$ cat src/rtl/fxp_sm_mul.sv
module fxp_sm_mul #(
  parameter int FRAC_W = 8,
  parameter int WORD_W = 16
) (
  input  logic [WORD_W-1:0] a_i,
  input  logic [WORD_W-1:0] b_i,
  output logic [WORD_W-1:0] prod_o,
  output logic              ovf_o
);
  localparam int MAG_W  = WORD_W - 1;
  localparam int FULL_W = 2 * MAG_W;
  localparam int TOP_LO = FRAC_W + MAG_W;

  logic [MAG_W-1:0]  a_mag, b_mag, kept;
  logic [FULL_W-1:0] full;
  logic              sgn;

  assign a_mag = a_i[MAG_W-1:0];
  assign b_mag = b_i[MAG_W-1:0];
  assign full  = FULL_W'(a_mag) * FULL_W'(b_mag);
  assign kept  = full[TOP_LO-1:FRAC_W];
  assign sgn   = (a_i[WORD_W-1] ^ b_i[WORD_W-1]) & (|kept);

  generate
    if (TOP_LO < FULL_W) begin : g_hi
      assign ovf_o = |full[FULL_W-1:TOP_LO];
    end else begin : g_nohi
      assign ovf_o = 1'b0;
    end
  endgenerate

  assign prod_o = {sgn, kept};
endmodule


$ cat config.mk
export PLATFORM = sky130hd
export DESIGN_NAME = fxp_sm_mul
export DESIGN_NICKNAME = d
export VERILOG_FILES = /design/src/rtl/fxp_sm_mul.sv
export SDC_FILE = /design/constraint.sdc
export NUM_CORES = 1
export LEC_CHECK = 0
export BUFFER_PORTS_ARGS = -buffer_cell sky130_fd_sc_hd__buf_4
export CAP_MARGIN = 20
export CORE_UTILIZATION = 57
export DETAILED_ROUTE_END_ITERATION = 8
export PLACE_DENSITY = 0.76
export REMOVE_ABC_BUFFERS = 1
export SLEW_MARGIN = 20
export SYNTH_ARGS = -nofsm -noshare
export SYNTH_HDL_FRONTEND = slang
export SYNTH_SLANG_ARGS = --single-unit
export TNS_END_PERCENT = 5
$ cat constraint.sdc
create_clock -name vclk -period 11.5
set_clock_uncertainty 0.15 [all_clocks]
set_input_delay 2.3 -clock vclk [all_inputs]
set_output_delay 2.3 -clock vclk [all_outputs]
set_load 0.05 [all_outputs]
# Word level (Yosys, flattened, before mapping)
# Index checks and enable logic that the tools add are counted.
word_totals:
  word_cells: 5
  latchBits: 0
  output_inout_bits: 17
  n_memories: 0
  reg_bits: 0
  mem_bits_rw: 0
  rom_bits: 0
op_classes:
  n_addsub: 0
  n_lt_le_gt_ge: 0
  n_reduce_logical: 2
  n_bitwise: 2
  div_mod_pow: 0
  mul: 1
  shifts: 0
  eq_ne: 0
  muxes: 0
op_table:
  columns: ["op", "count"]
  rows:
  - ["multiplier 15 x 15 -> 30 bit", 1]
  - ["OR reduction 15 bit", 1]
  - ["OR reduction 7 bit", 1]
  - ["bitwise AND 1 bit", 1]
  - ["bitwise XOR 1 bit", 1]

# Longest topological paths before layout
logic_depth:
  ltp_word: 3
  ltp_mapped: 24
  mapped_depth_nobuf: 22

# Worst setup path after synthesis
# OpenSTA, ideal clock, no wires.
synth_path:
  kind: "in2out"
  start: "in b_i[0]"
  end: "out prod_o[15]"
  path_slack_ps: 205
  arrival_time_ps: 8845
  n_path_buf: 2
  stages: 23
  path_cell_list: "clkbuf_1 -> and2_1 -> fa_1 -> inv_1 -> fa_1 -> inv_1 -> fa_1 -> inv_1 -> fa_1 -> inv_1 -> fa_1 -> inv_1 -> fa_1 -> inv_1 -> ha_1 -> nand2_1 -> or4_1 -> a21oi_2 -> xor2_1 -> or4_1 -> or4_1 -> o41a_1 -> buf_4"
synth_between:
  elab_chain_len: 3
synth_rtl:
  columns: ["item", "line_no", "text"]
  rows:
  - ["start: declaration", "6", "input logic [WORD_W-1:0] b_i,"]
  - ["multiplier 15 x 15 -> 30 bit", "20", "assign full = FULL_W'(a_mag) * FULL_W'(b_mag);"]
  - ["via prod_o[9]", "7", "output logic [WORD_W-1:0] prod_o,"]
  - ["OR reduction 15 bit", "22", "assign sgn = (a_i[WORD_W-1] ^ b_i[WORD_W-1]) & (|kept);"]
  - ["bitwise AND 1 bit", "22", null]
  - ["end: declaration", "7", null]
# The timed path passes the listed nets, and every way through them passes these cells.

# Worst setup path in the final report
layout_path:
  start: "in b_i[0]"
  end: "out prod_o[15]"
layout_between:
  elab_chain_len: 3
layout_rtl:
  columns: ["item", "line_no"]
  rows:
  - ["multiplier 15 x 15 -> 30 bit", "20"]
  - ["OR reduction 15 bit", "22"]
  - ["bitwise AND 1 bit", "22"]
# No other way between the ends.

==> load_flow_metrics.sql <==
INSERT INTO impl_metrics (metric_group, metric, value, unit) VALUES
('critical_path', 'required', '9.05', 'ns'),
('final_layout', 'num-nets-final', '1202', ''),
('die', 'initial_standard_cell_utilization_of_the_core', '0.584', ''),
('drt', 'detailedRoute.firstPassIterationCount', '5', ''),
('critical_path', 'worstPathMaxFanout', '14', ''),
('synth', 'ys.warnings.count', '0', ''),
('final_layout', 'num-clock-buffers', '0', ''),
('final_layout', 'flow.area_growth_from_synthesis', '6.34', '%'),
('drt', 'route.top_layer_used', 'met4', ''),
('placement', 'port_buffers', '49', ''),
('critical_path', 'worst_path_max_delay_cell', 'sky130_fd_sc_hd__or4_1', ''),
('drt', 'met2_wirelength', '7830', 'µm'),
('timing', 'tns', '0', 'ns'),
('critical_path', 'critical_path.max_stage_delay', '0.54', 'ns'),
('run', 'max_capacitance_violation_count', '0', ''),
('timing', 'timing_max_transition_violations_final', '0', ''),
('critical_path', 'critical_path_class', 'in2out', ''),
('timing', 'max_clock_freq', '89.0', 'MHz'),
('final_layout', 'multi_input_gate_area', '0.00685', 'mm²'),
('die', 'die-width', '118', 'µm'),
('synth', 'synth_top_area_cells', 'sky130_fd_sc_hd__fa_1, sky130_fd_sc_hd__ha_1, sky130_fd_sc_hd__and2_1', ''),
('critical_path', 'timing.critical_path.buf_inv', '8', ''),
('grt', 'grt_util_all_layers', '0.263', ''),
('synth', 'synth.yosys.seq_area_share', '0', ''),
('die', 'design.core.area', '0.0132', 'mm²'),
('final_layout', 'fillCellCount', '1191', ''),
('timing', 'grt_setup_unrepaired', 'false', ''),
('final_layout', 'layout.area.seq', '0', 'µm²'),
('timing', 'final_hold_viol_count', '0', ''),
('final_layout', 'fraction_of_final_layout_cells_with_drive_strength_greater_than_1', '0.0746', ''),
('synth', 'synth_top_area_share', '0.430', ''),
('critical_path', 'crit_path_cell_trace', 'buf_4 -> and2_1 -> fa_1 -> inv_1 -> fa_1 -> inv_1 -> fa_1 -> inv_1 -> fa_1 -> inv_1 -> fa_1 -> inv_1 -> fa_1 -> inv_1 -> ha_1 -> nand2_1 -> or4_1 -> a21oi_2 -> xor2_1 -> or4_1 -> or4_1 -> o41a_1 -> buf_4', ''),
('timing', 'post_route_minimum_period', '11.24', 'ns'),
('worst_hold_path', 'hold-path-cell-count', '4', ''),
('final_layout', 'layout_commonest_cell', 'sky130_fd_sc_hd__inv_1', ''),
('critical_path', 'end_kind', 'output pin', ''),
('drt', 'detailroute.wirelength.met3', '859', 'µm'),
('placement', 'finalWeightedCongestion', '0.880', ''),
('synth', 'synth_cells', '893', ''),
('timing', 'final.period_utilization', '0.977', ''),
('synth', 'mappedNetlistArea', '0.00773', 'mm²'),
('clock_network', 'postCtsSetupRepairBufs', '0', ''),
('drt', 'detail_route.wirelength.met1', '8100', 'µm'),
('die', 'design.portCount', '49', ''),
('final_layout', 'seq_cells', '0', ''),
('drt', 'drt-wirelength-per-cell', '15.6', 'µm'),
('critical_path', 'critical_path_depth', '23', ''),
('drt', 'routed-via-count', '5838', ''),
('synth', 'avgSynthCellArea', '8.66', 'µm²'),
('drt', 'drt.antenna.violating_nets', '0', ''),
('die', 'die_height', '118', 'µm'),
('drt', 'routed_wirelength', '17000', 'µm'),
('grt', 'global_route_wire_length_before_repair', '29900', 'µm'),
('die', 'row_count', '42', ''),
('clock_network', 'post_cts_resized', '0', ''),
('status', 'status', 'completed', ''),
('grt', 'grt_start_max_net_pins', '16', ''),
('critical_path', 'crit_arrival', '8.79', 'ns'),
('drt', 'routed_via_density', '5.37', ''),
('worst_hold_path', 'worst_hold_path_type', 'in2out', ''),
('final_layout', 'most-common-layout-cells', 'sky130_fd_sc_hd__inv_1, sky130_fd_sc_hd__fa_1, sky130_fd_sc_hd__and2_1', ''),
('drt', 'drt_first_iter_violations', '250', ''),
('timing', 'least_margin_pin_slew', '0.569', 'ns'),
('final_layout', 'antenna_cells_inserted', '0', ''),
('placement', 'sum_of_net_half_perimeters_after_detailed_placement', '15200', 'µm'),
('critical_path', 'family_with_the_most_delay_on_the_worst_path', 'adder cells', ''),
('synth', 'synthDistinctLibCells', '53', ''),
('grt', 'antenna_violations_before_repair', '0', ''),
('synth', 'yosys.area.top_type', 'sky130_fd_sc_hd__fa_1', ''),
('timing', 'finalSetupViolations', '0', ''),
('critical_path', 'startpoint_type', 'input port', ''),
('grt', 'grt_pass1_vias', '6154', ''),
('drt', 'remaining_drc_errors', '0', ''),
('die', 'die_area', '0.0140', 'mm²'),
('clock_network', 'hold_buffers', '0', ''),
('grt', 'globalRoute.totalOverflow', '0', ''),
('timing', 'slew_headroom', '0.617', '');
-- layout make-up --
cell class	count	share of cell area
multi-input cells	659	0.833
inverters	196	0.0894
repair buffers	56	0.0511
well taps	176	0.0268
-- cells in the mapped netlist (6+ instances only) --
cell type,count
sky130_fd_sc_hd__a21oi_1,27
sky130_fd_sc_hd__xor2_1,7
sky130_fd_sc_hd__nand2_1,82
sky130_fd_sc_hd__clkbuf_1,36
sky130_fd_sc_hd__a21o_1,8
sky130_fd_sc_hd__and2_1,158
sky130_fd_sc_hd__o21ai_0,13
sky130_fd_sc_hd__nor2_1,10
sky130_fd_sc_hd__xnor2_1,14
sky130_fd_sc_hd__inv_1,196
sky130_fd_sc_hd__nand3_1,11
sky130_fd_sc_hd__nor3_1,6
sky130_fd_sc_hd__nand4_1,6
sky130_fd_sc_hd__ha_1,91
sky130_fd_sc_hd__fa_1,166
-- final timing paths --
path | startpoint | to | slack, ns
setup / recovery | b_i[0] | prod_o[15] | 0.26
hold / removal | a_i[15] | prod_o[15] | 4.87
-- per-layer routing --
metal / vias up / track usage
met3: 17 / 0.0261
met4: 0 / 0.0269
met2: 140 / 0.425
met1: 2922 / 0.397
li1: 2759 / -
met5: - / 0
-- cell families after synthesis --
kind of cell | synth area share
fa+ha+maj | 0.577
compound gates | 0.0751
xor+xnor | 0.0259
simple gates | 0.206
mux | 0.00129
buf+inv | 0.115
-- through the flow --
step                       util  std cells  hold WS (ns)  worst slack, ns  instance area (µm²)
final                     0.621       1087          4.87            0.261                 8230
after global routing      0.621       1087          4.88           0.0111                 8230
after CTS                 0.621       1087          4.88            0.237                 8230
after detailed placement  0.621       1087          4.87            0.250                 8230
after global placement    0.621       1087          4.87            0.315                 8230
after floorplan               -        855          4.77            0.326                 7580
Power is left out: the tool's default activity adds up to more than one toggle a clock period on the data nets, which glitch-free logic cannot reach.
